## src/rtl/hc_fault_pkg.sv

```systemverilog
package hc_fault_pkg;
   // status register layout
   localparam int ST_XFER    = 0;
   localparam int ST_RESUME  = 1;
   localparam int ST_SYSERR  = 2;
   localparam int ST_PROCERR = 3;
   localparam int ST_HALT    = 4;
   localparam int ST_W       = 5;
   localparam int N_STICKY   = 4;   // bits cleared by write-one
   localparam int IE_W       = 2;   // maskable causes

   typedef enum logic [7:0] {
      TOK_OUT   = 8'hE1,
      TOK_IN    = 8'h69,
      TOK_SETUP = 8'h2D
   } tok_pid_e;

   function automatic logic pid_is_token(input logic [7:0] pid);
      return (pid == TOK_OUT) || (pid == TOK_IN) || (pid == TOK_SETUP);
   endfunction
endpackage

```

## src/rtl/hc_stuff_det.sv

```systemverilog
module hc_stuff_det #(
   parameter int MAX_ONES = 6
) (
   input  logic clk,
   input  logic rst_n,
   input  logic line_vld,
   input  logic line_bit,
   output logic stuff_err
);
   localparam int RUN_W = $clog2(MAX_ONES + 1);
   localparam logic [RUN_W-1:0] RUN_MAX = RUN_W'(MAX_ONES);

   generate
      if (MAX_ONES < 1) begin : g_bad_max
         $error("hc_stuff_det: MAX_ONES must be at least 1");
      end
   endgenerate

   logic [RUN_W-1:0] run_q;
   logic             hit;

   assign hit = line_vld && line_bit && (run_q == RUN_MAX);

   always_ff @(posedge clk or negedge rst_n) begin
      if (!rst_n) begin
         run_q     <= '0;
         stuff_err <= 1'b0;
      end else begin
         stuff_err <= hit;
         if (line_vld) begin
            if (!line_bit || hit) run_q <= '0;
            else                  run_q <= run_q + 1'b1;
         end
      end
   end

   a_r3_run_bound: assert property (@(posedge clk) disable iff (!rst_n)
      run_q <= RUN_MAX);
   a_r3_seventh_one: assert property (@(posedge clk) disable iff (!rst_n)
      (line_vld && line_bit && run_q == RUN_MAX) |=> stuff_err);
   a_r3_zero_restarts: assert property (@(posedge clk) disable iff (!rst_n)
      (line_vld && !line_bit) |=> (run_q == '0) && !stuff_err);
endmodule

```

## src/rtl/hc_td_errcnt.sv

```systemverilog
module hc_td_errcnt #(
   parameter int CNT_W = 2
) (
   input  logic             clk,
   input  logic             rst_n,
   input  logic             desc_load,
   input  logic [CNT_W-1:0] load_cnt,
   input  logic             xact_err,
   output logic [CNT_W-1:0] cnt,
   output logic             active,
   output logic             stalled,
   output logic             stall_evt
);
   localparam logic [CNT_W-1:0] CNT_ONE = CNT_W'(1);

   generate
      if (CNT_W < 1) begin : g_bad_w
         $error("hc_td_errcnt: CNT_W must be at least 1");
      end
   endgenerate

   logic dec_ok;

   assign dec_ok    = xact_err && active && (cnt != '0) && !desc_load;
   assign stall_evt = dec_ok && (cnt == CNT_ONE);

   always_ff @(posedge clk or negedge rst_n) begin
      if (!rst_n) begin
         cnt     <= '0;
         active  <= 1'b0;
         stalled <= 1'b0;
      end else if (desc_load) begin
         cnt     <= load_cnt;
         active  <= 1'b1;
         stalled <= 1'b0;
      end else if (dec_ok) begin
         cnt <= cnt - 1'b1;
         if (cnt == CNT_ONE) begin
            active  <= 1'b0;
            stalled <= 1'b1;
         end
      end
   end

   a_r1_load: assert property (@(posedge clk) disable iff (!rst_n)
      desc_load |=> active && !stalled && (cnt == $past(load_cnt)));
   a_r1_hold: assert property (@(posedge clk) disable iff (!rst_n)
      (!desc_load && !xact_err) |=> $stable(cnt));
   a_r2_single_step: assert property (@(posedge clk) disable iff (!rst_n)
      (!desc_load && xact_err && active && cnt != '0) |=> cnt == $past(cnt) - 1'b1);
   a_r4_zero_never_stalls: assert property (@(posedge clk) disable iff (!rst_n)
      (!desc_load && cnt == '0 && active) |=> active && !stalled && cnt == '0);
   a_r4_stall_flags: assert property (@(posedge clk) disable iff (!rst_n)
      (!desc_load && $fell(active)) |-> stalled && cnt == '0);
endmodule

```

## src/rtl/hc_td_check.sv

```systemverilog
module hc_td_check #(
   parameter int LEN_W     = 11,
   parameter int LEN_LIMIT = 1280
) (
   input  logic             desc_chk,
   input  logic [7:0]       desc_pid,
   input  logic [LEN_W-1:0] desc_maxlen,
   output logic             proc_evt
);
   import hc_fault_pkg::*;

   localparam logic [LEN_W:0] LIMIT_V = (LEN_W+1)'(LEN_LIMIT);

   generate
      if (LEN_LIMIT < 1 || LEN_LIMIT > (1 << LEN_W)) begin : g_bad_limit
         $error("hc_td_check: LEN_LIMIT must lie in 1 .. 2**LEN_W");
      end
   endgenerate

   logic pid_bad;
   logic len_bad;

   always_comb begin
      pid_bad  = !pid_is_token(desc_pid);
      len_bad  = {1'b0, desc_maxlen} >= LIMIT_V;
      proc_evt = desc_chk && (pid_bad || len_bad);
   end
endmodule

```

## src/rtl/hc_status_ctl.sv

```systemverilog
module hc_status_ctl
   import hc_fault_pkg::*;
(
   input  logic                clk,
   input  logic                rst_n,
   input  logic                frame_end,
   input  logic                stall_evt,
   input  logic                resume_evt,
   input  logic                sys_evt,
   input  logic                proc_evt,
   input  logic                clr_en,
   input  logic [N_STICKY-1:0] clr_mask,
   input  logic                ien_we,
   input  logic [IE_W-1:0]     ien_wdata,
   input  logic                run_we,
   input  logic                run_wdata,
   output logic [ST_W-1:0]     status,
   output logic [IE_W-1:0]     ien,
   output logic                run_stop,
   output logic                irq
);
   logic                fatal;
   logic                pend_q;
   logic [N_STICKY-1:0] set_vec;
   logic [N_STICKY-1:0] sticky_q;
   logic                halt_q;

   assign fatal = sys_evt || proc_evt;

   always_comb begin
      set_vec             = '0;
      set_vec[ST_XFER]    = frame_end && (pend_q || stall_evt);
      set_vec[ST_RESUME]  = resume_evt;
      set_vec[ST_SYSERR]  = sys_evt;
      set_vec[ST_PROCERR] = proc_evt;
   end

   // a stall waits here for the end of its frame
   always_ff @(posedge clk or negedge rst_n) begin
      if (!rst_n) pend_q <= 1'b0;
      else        pend_q <= (pend_q || stall_evt) && !frame_end;
   end

   genvar gi;
   generate
      for (gi = 0; gi < N_STICKY; gi++) begin : g_sticky
         always_ff @(posedge clk or negedge rst_n) begin
            if (!rst_n)               sticky_q[gi] <= 1'b0;
            else if (set_vec[gi])     sticky_q[gi] <= 1'b1;
            else if (clr_en && clr_mask[gi]) sticky_q[gi] <= 1'b0;
         end
      end
   endgenerate

   always_ff @(posedge clk or negedge rst_n) begin
      if (!rst_n) begin
         run_stop <= 1'b0;
         halt_q   <= 1'b1;
         ien      <= '0;
      end else begin
         if (ien_we) ien <= ien_wdata;
         if (fatal) begin
            run_stop <= 1'b0;
            halt_q   <= 1'b1;
         end else if (run_we) begin
            run_stop <= run_wdata;
            if (run_wdata)                  halt_q <= 1'b0;
            else if (frame_end && !run_stop) halt_q <= 1'b1;
         end else if (frame_end && !run_stop) begin
            halt_q <= 1'b1;
         end
      end
   end

   assign status = {halt_q, sticky_q};
   assign irq    = |(sticky_q[IE_W-1:0] & ien) | sticky_q[ST_SYSERR] | sticky_q[ST_PROCERR];

   a_r5_xfer_at_frame_end: assert property (@(posedge clk) disable iff (!rst_n)
      $rose(status[ST_XFER]) |-> $past(frame_end));
   a_r5_stall_posted: assert property (@(posedge clk) disable iff (!rst_n)
      (frame_end && stall_evt) |=> status[ST_XFER]);
   a_r6_proc_halts: assert property (@(posedge clk) disable iff (!rst_n)
      proc_evt |=> !run_stop && status[ST_HALT] && status[ST_PROCERR]);
   a_r7_sys_halts: assert property (@(posedge clk) disable iff (!rst_n)
      sys_evt |=> !run_stop && status[ST_HALT] && status[ST_SYSERR]);
   a_r8_resume_posted: assert property (@(posedge clk) disable iff (!rst_n)
      resume_evt |=> status[ST_RESUME]);
   a_r9_unmaskable: assert property (@(posedge clk) disable iff (!rst_n)
      (status[ST_SYSERR] || status[ST_PROCERR]) |-> irq);
   a_r10_clear_proc: assert property (@(posedge clk) disable iff (!rst_n)
      (clr_en && clr_mask[ST_PROCERR] && !proc_evt) |=> !status[ST_PROCERR]);
   a_r10_set_wins: assert property (@(posedge clk) disable iff (!rst_n)
      (clr_en && clr_mask[ST_SYSERR] && sys_evt) |=> status[ST_SYSERR]);
   a_r11_halt_at_frame: assert property (@(posedge clk) disable iff (!rst_n)
      (frame_end && !run_stop && !(run_we && run_wdata)) |=> status[ST_HALT]);
   a_r11_fatal_beats_run: assert property (@(posedge clk) disable iff (!rst_n)
      (fatal && run_we && run_wdata) |=> !run_stop);
endmodule

```

## src/rtl/hc_fault_ctrl.sv

```systemverilog
module hc_fault_ctrl
   import hc_fault_pkg::*;
#(
   parameter int CNT_W     = 2,
   parameter int LEN_W     = 11,
   parameter int LEN_LIMIT = 1280,
   parameter int MAX_ONES  = 6,
   parameter int N_BUS_FLT = 3
) (
   input  logic                 clk,
   input  logic                 rst_n,
   input  logic                 frame_end,
   input  logic                 desc_load,
   input  logic [CNT_W-1:0]     desc_cnt,
   input  logic                 desc_chk,
   input  logic [7:0]           desc_pid,
   input  logic [LEN_W-1:0]     desc_maxlen,
   input  logic                 buf_err,
   input  logic                 line_vld,
   input  logic                 line_bit,
   input  logic [N_BUS_FLT-1:0] pci_fault,
   input  logic                 resume_det,
   input  logic                 bus_suspended,
   input  logic                 stat_clr_en,
   input  logic [N_STICKY-1:0]  stat_clr,
   input  logic                 ien_we,
   input  logic [IE_W-1:0]      ien_wdata,
   input  logic                 run_we,
   input  logic                 run_wdata,
   output logic [CNT_W-1:0]     td_err_cnt,
   output logic                 td_active,
   output logic                 td_stalled,
   output logic [ST_W-1:0]      hc_status,
   output logic [IE_W-1:0]      hc_ien,
   output logic                 hc_run,
   output logic                 irq
);
   generate
      if (N_BUS_FLT < 1) begin : g_bad_flt
         $error("hc_fault_ctrl: N_BUS_FLT must be at least 1");
      end
   endgenerate

   logic stuff_err;
   logic xact_err;
   logic stall_evt;
   logic proc_evt;
   logic sys_evt;
   logic resume_evt;

   assign xact_err   = buf_err || stuff_err;
   assign sys_evt    = |pci_fault;
   assign resume_evt = resume_det && bus_suspended;

   hc_stuff_det #(.MAX_ONES(MAX_ONES)) u_stuff (
      .clk      (clk),
      .rst_n    (rst_n),
      .line_vld (line_vld),
      .line_bit (line_bit),
      .stuff_err(stuff_err)
   );

   hc_td_errcnt #(.CNT_W(CNT_W)) u_cnt (
      .clk      (clk),
      .rst_n    (rst_n),
      .desc_load(desc_load),
      .load_cnt (desc_cnt),
      .xact_err (xact_err),
      .cnt      (td_err_cnt),
      .active   (td_active),
      .stalled  (td_stalled),
      .stall_evt(stall_evt)
   );

   hc_td_check #(.LEN_W(LEN_W), .LEN_LIMIT(LEN_LIMIT)) u_chk (
      .desc_chk   (desc_chk),
      .desc_pid   (desc_pid),
      .desc_maxlen(desc_maxlen),
      .proc_evt   (proc_evt)
   );

   hc_status_ctl u_stat (
      .clk       (clk),
      .rst_n     (rst_n),
      .frame_end (frame_end),
      .stall_evt (stall_evt),
      .resume_evt(resume_evt),
      .sys_evt   (sys_evt),
      .proc_evt  (proc_evt),
      .clr_en    (stat_clr_en),
      .clr_mask  (stat_clr),
      .ien_we    (ien_we),
      .ien_wdata (ien_wdata),
      .run_we    (run_we),
      .run_wdata (run_wdata),
      .status    (hc_status),
      .ien       (hc_ien),
      .run_stop  (hc_run),
      .irq       (irq)
   );

   a_r6_len_limit: assert property (@(posedge clk) disable iff (!rst_n)
      (desc_chk && {1'b0, desc_maxlen} >= (LEN_W+1)'(LEN_LIMIT)) |=> hc_status[ST_PROCERR] && !hc_run);
   a_r8_resume_ignored: assert property (@(posedge clk) disable iff (!rst_n)
      (!resume_det || !bus_suspended) && !hc_status[ST_RESUME] |=> !hc_status[ST_RESUME]);
endmodule

```

## config.mk

```make
export PLATFORM = sky130hd
export DESIGN_NAME = hc_fault_ctrl
export DESIGN_NICKNAME = d
export VERILOG_FILES = /design/src/rtl/hc_fault_pkg.sv /design/src/rtl/hc_stuff_det.sv /design/src/rtl/hc_td_errcnt.sv /design/src/rtl/hc_td_check.sv /design/src/rtl/hc_status_ctl.sv /design/src/rtl/hc_fault_ctrl.sv
export SDC_FILE = /design/constraint.sdc
export NUM_CORES = 1
export LEC_CHECK = 0
export BUFFER_PORTS_ARGS = -buffer_cell sky130_fd_sc_hd__buf_2
export CAP_MARGIN = 0
export CORE_AREA = 2 2 46 52
export CTS_CLUSTER_DIAMETER = 60
export DETAILED_ROUTE_END_ITERATION = 8
export DIE_AREA = 0 0 48 54
export HOLD_SLACK_MARGIN = 0.02
export PLACE_DENSITY = 0.84
export SKIP_LAST_GASP = 1
export SLEW_MARGIN = 10
export SYNTH_ARGS = -nofsm -noshare
export SYNTH_HDL_FRONTEND = slang
export SYNTH_SLANG_ARGS = --single-unit
```

## constraint.sdc

```tcl
create_clock -name clk -period 3.1 [get_ports clk]
set_input_delay 0.93 -clock clk [delete_from_list [all_inputs] [get_ports clk]]
set_output_delay 0.93 -clock clk [all_outputs]
set_load 0.03 [all_outputs]
```

After elaboration in Yosys (flattened, before gate mapping)
Cells that the tools add are included.
{"block": "word_totals", "n_memories": 0, "ram_bits": 0, "romBits": 0, "register_bits": 17, "latch_bits": 0}
{"block": "classes", "order_cmp": 1, "bitwise_logic": 3, "muxes": 23, "n_mul": 0, "shift": 0, "n_addsub": 2, "n_eq_ne": 5, "n_div": 0, "reduce_logical": 38}
{"operator": "1-bit 2-to-1 mux", "count": 20}
{"operator": "2-bit nonzero test", "count": 8}
{"operator": "1-bit logical AND", "count": 15}
{"operator": "11-bit greater-or-equal comparator (second input constant)", "count": 1}
{"operator": "8-bit by 6-bit equality test with 1-bit output (second input constant)", "count": 1}
{"operator": "8-bit by 7-bit equality test with 1-bit output (second input constant)", "count": 1}
{"operator": "8-bit equality test (second input constant)", "count": 1}
{"operator": "1-bit logical OR", "count": 7}
{"operator": "1-bit logical NOT", "count": 5}
{"operator": "2-bit 2-to-1 mux", "count": 2}
{"operator": "3-bit by 1-bit adder with 3-bit output (second input constant)", "count": 1}
{"operator": "3-bit equality test (second input constant)", "count": 1}
{"operator": "3-bit 2-to-1 mux", "count": 1}
{"operator": "3-bit OR reduction", "count": 1}
{"operator": "2-bit bitwise AND", "count": 1}
{"operator": "2-bit by 1-bit equality test with 1-bit output (second input constant)", "count": 1}
{"operator": "1-bit OR", "count": 2}
{"operator": "2-bit AND reduction", "count": 1}
{"operator": "2-bit OR reduction", "count": 1}
{"operator": "2-bit by 1-bit subtractor with 2-bit output (second input constant)", "count": 1}

Logic depth before layout (Yosys ltp)
{"block": "depth", "ltp_word": 8, "mapped_depth": 5, "depth_no_buf": 5}

Modules after synthesis
From an unflattened synthesis, not the netlist that was laid out.
{"block": "unflattened", "hier_cells": 85, "area_unflattened_um2": 877.1}
{"module": "hc_status_ctl", "area_per_inst_um2": 365.4, "n_inst": 1, "cells_per_inst": 32}
{"module": "hc_stuff_det", "area_per_inst_um2": 226.5, "n_inst": 1, "cells_per_inst": 20}
{"module": "hc_td_errcnt", "area_per_inst_um2": 217.7, "n_inst": 1, "cells_per_inst": 22}
{"module": "hc_td_check", "area_per_inst_um2": 48.8, "n_inst": 1, "cells_per_inst": 8}
{"module": "hc_fault_ctrl", "area_per_inst_um2": 18.8, "n_inst": 1, "cells_per_inst": 3}

Worst setup path before layout
OpenSTA, ideal clock, no wires.
{"block": "synth_path", "path_type": "register to output", "from": "register u_stat.sticky_q[1] (netlist: u_stat.status[1])", "to": "output irq", "required_time_ns": 2.170, "t_arrival_ns": 0.960, "stages_incl_launch_ff": 3, "setup_slack_ns": 1.210, "n_path_buf": 0, "path_cell_list": "dfrtp_1 > a211oi_1 > nand2_1"}
{"block": "synth_between", "elab_chain_cells": 4}
{"element": "start, declared", "line_no": "hc_status_ctl.sv:25", "rtl": "logic [N_STICKY-1:0] sticky_q;"}
{"element": "start signal, assigned by index", "line_no": "hc_status_ctl.sv:48", "rtl": "if (!rst_n) sticky_q[gi] <= 1'b0;"}
{"element": "start signal, assigned by index", "line_no": "hc_status_ctl.sv:49", "rtl": "else if (set_vec[gi]) sticky_q[gi] <= 1'b1;"}
{"element": "start signal, assigned by index", "line_no": "hc_status_ctl.sv:50", "rtl": "else if (clr_en && clr_mask[gi]) sticky_q[gi] <= 1'b0;"}
{"element": "2-bit bitwise AND", "line_no": "hc_status_ctl.sv:76", "rtl": "assign irq = |(sticky_q[IE_W-1:0] & ien) | sticky_q[ST_SYSERR] | sticky_q[ST_PROCERR];"}
{"element": "2-bit OR reduction", "line_no": "hc_status_ctl.sv:76"}
{"element": "1-bit OR (2 in series)", "line_no": "hc_status_ctl.sv:76"}
{"element": "end, declared", "line_no": "hc_fault_ctrl.sv:36", "rtl": "output logic irq"}
No other way between the ends.

Final worst setup path
Same ends and word-level chain as after synthesis.

==> flow_metrics.tcl <==
set metrics [dict create \
    initial_utilization_pct 40.18 \
    grt-ovfl-total 0 \
    n_fill_cell 193 \
    status "finished, final reports clean" \
    syn-cell-area_sq_um 859.6 \
    detailed_place_hpwl_mm 1.581 \
    worstSkewPairLatency_ps 270 \
    grt_usage_pct 14.31 \
    vias 798 \
    yosysTopAreaCellShare_pct 46.58 \
    drv_cap 0 \
    synth_cells 86 \
    firstDrtPassIters 2 \
    die_x_um 48 \
    grt_pass1_wl_mm 2.656 \
    fin_setup_tns_ps 0 \
    cellPowerDensity_mw_per_mm2 442.8 \
    worst_pin_slew_ps 480.8 \
    diodes 0 \
    fp.coreArea_sq_mm 0.002140 \
    synth_nets 134 \
    post-route-period-util_pct 67.51 \
    place_congestion 0.6398 \
    ir_drop_uv 219.6 \
    power.leakage_nw 0.5821 \
    max_slew_margin_pct 67.53 \
    io_buffers 48 \
    startpoint_type "register" \
    postRouteAntennaNets 0 \
    crit_buf_inv 1 \
    ioPinCount 57 \
    synth.distinct_cells 29 \
    synth.avg_cell_area_sq_um 9.995 \
    crit_path_end_kind "output port" \
    cts_resized 0 \
    crit_fanout 3 \
    holdWs_ps 522.5 \
    layout_common_cells "buf_2, dfrtp_1, nand2_1" \
    holdPathEnd "u_stat.status[2]" \
    clock_tree.root_cell "clkbuf_4" \
    final_nets 186 \
    clockBufferDepth 2 \
    worstPathCellList "a211oi_1 -> nand2_1 -> buf_2" \
    ys_ff_latch 17 \
    min_period_ps 2093 \
    ys_warn_count 0 \
    r2r_start "u_cnt.cnt[0]" \
    drt_iter0_markers 1 \
    finalHoldViolations 0 \
    vias_per_cell 4.778 \
    synth_area_leaders "dfrtp_1, ha_1, nand2_1" \
    cp_slowest_stage_delay_ps 410 \
    cts_tree "yes" \
    antenna_found_initial 0 \
    cts_setup_buffers 0 \
    wl_per_cell_um 11.04 \
    h-tree-depth 1 \
    reg2reg_depth 5 \
    worstPathRequired_ps 2170 \
    fin_skew_ps 1.650 \
    crit_path_top_delay_cell "dfrtp_1" \
    grt_pass1_vias 723 \
    drv_slew 0 \
    setup_viol 0 \
    finalPower_mw 0.5119 \
    area_growth_pct 34.50 \
    path_depth 3 \
    yosysSeqAreaShare_pct 49.64 \
    layout_commonest_cell "buf_2" \
    grt_setup_unrepaired "no" \
    cts_hold_buf 0 \
    drive_above_1_share_pct 43.07 \
    fmax_mhz 477.8 \
    min_path_cells 2 \
    clock-sinks 17 \
    seq_area_sq_um 426.7 \
    cts.clk_slew.worst_paths_ps 90 \
    multiInputGateArea_sq_um 380.4 \
    routed_wl_mm 1.844 \
    path_class "reg2out" \
    grt_max_degree 18 \
    r2r_slack_ps 1570 \
    rows 18 \
    cts_inserted_buffers 3 \
    hp-class "reg2reg" \
    drc 0 \
    die_h_um 54 \
    r2r-end "u_cnt.active" \
    min-delay-start "u_stat.status[2]" \
    yosysTopAreaCell "dfrtp_1" \
    die_area_sq_mm 0.002592 \
    crit_family "flip-flops" \
    critPathArrivalTime_ps 1160 \
]
==> where the power goes <==
part           switching, mW  internal [mW]
Combinational         0.0799         0.0594
Clock                 0.0625         0.0498
Sequential            0.0171          0.243
==> kinds of logic after synthesis <==
| group | share of synthesized area, % |
|---|---|
| AOI/OAI and AO/OA | 16.30 |
| buffers and inverters | 6.113 |
| muxes | 2.620 |
| xor gates and xnor gates | 1.019 |
| adders and majority gates | 5.823 |
| and+or+nand+nor | 18.49 |
| DFF | 49.64 |
==> registers in the layout, indices dropped and copies added, names as in the netlist, 2 cells and up <==
register	flops
u_stat.status	4
u_stuff.run_q	3
u_cnt.cnt	2
u_stat.ien	2
==> through the flow <==
step | utilization, % | setup WS, ps | area, sq um | cells
after global placement | 52.81 | 1164 | 1130 | 163
after detailed placement | 52.81 | 1159 | 1130 | 163
after global routing | 54.04 | 914.0 | 1156 | 167
final | 54.04 | 1007 | 1156 | 167
after floorplan | - | 1210 | 859.6 | 86
after CTS | 54.04 | 995.4 | 1156 | 167
==> worst max path at each step <==
stage	from	end	slack, ps
floorplan	u_stat.status[1]	irq	1210
global placement	desc_maxlen[8]	u_stat.run_stop	1160
detailed placement	desc_maxlen[8]	u_stat.run_stop	1160
CTS	u_stat.status[1]	irq	1000
global route	u_stat.status[1]	irq	910
finish	u_stat.status[1]	irq	1010
==> routing by layer <==
metal / vias up / part of all wire, % / GRT usage, %
met5: - / 0 / 0
met4: 0 / 0.54 / 5.405
met3: 2 / 5.4 / 2.349
met2: 22 / 53 / 27.11
met1: 369 / 41 / 15.05
li1: 405 / - / -
==> cells in the mapped netlist <==
library cell and count:
dfrtp_1 16, nand3_1 2, dfstp_2 1, nor3_1 1
a31oi_1 3, o32ai_1 1, inv_1 12, a22o_1 2
nand2_1 13, nor2b_1 1, o21ai_0 5, nor3b_1 1
nand4bb_1 1, o21a_1 2, or4_4 1, ha_1 4
and4_1 1, xnor2_1 1, o41ai_1 2, o22ai_1 2
mux2_2 2, nand2b_4 1, or3_2 2, nor2_1 4
a211oi_1 1, buf_4 1, a21oi_2 1, nand4_1 1
o311ai_1 1
==> worst register-to-register path, stage by stage (launching register included) <==
cell and delay (ps):
dfrtp_1 410, inv_1 60, ha_1 190, nand2b_4 160, or4_4 500, o21a_1 120
==> area by class of cell <==
type	count	area share (%)
clock buffer	4	2.273
inverter	12	3.896
multi-input combinational	56	32.90
sequential	17	36.90
tap	30	3.247
timing repair buffer	48	20.78
Note: power is estimated with default switching activity, not from simulation.
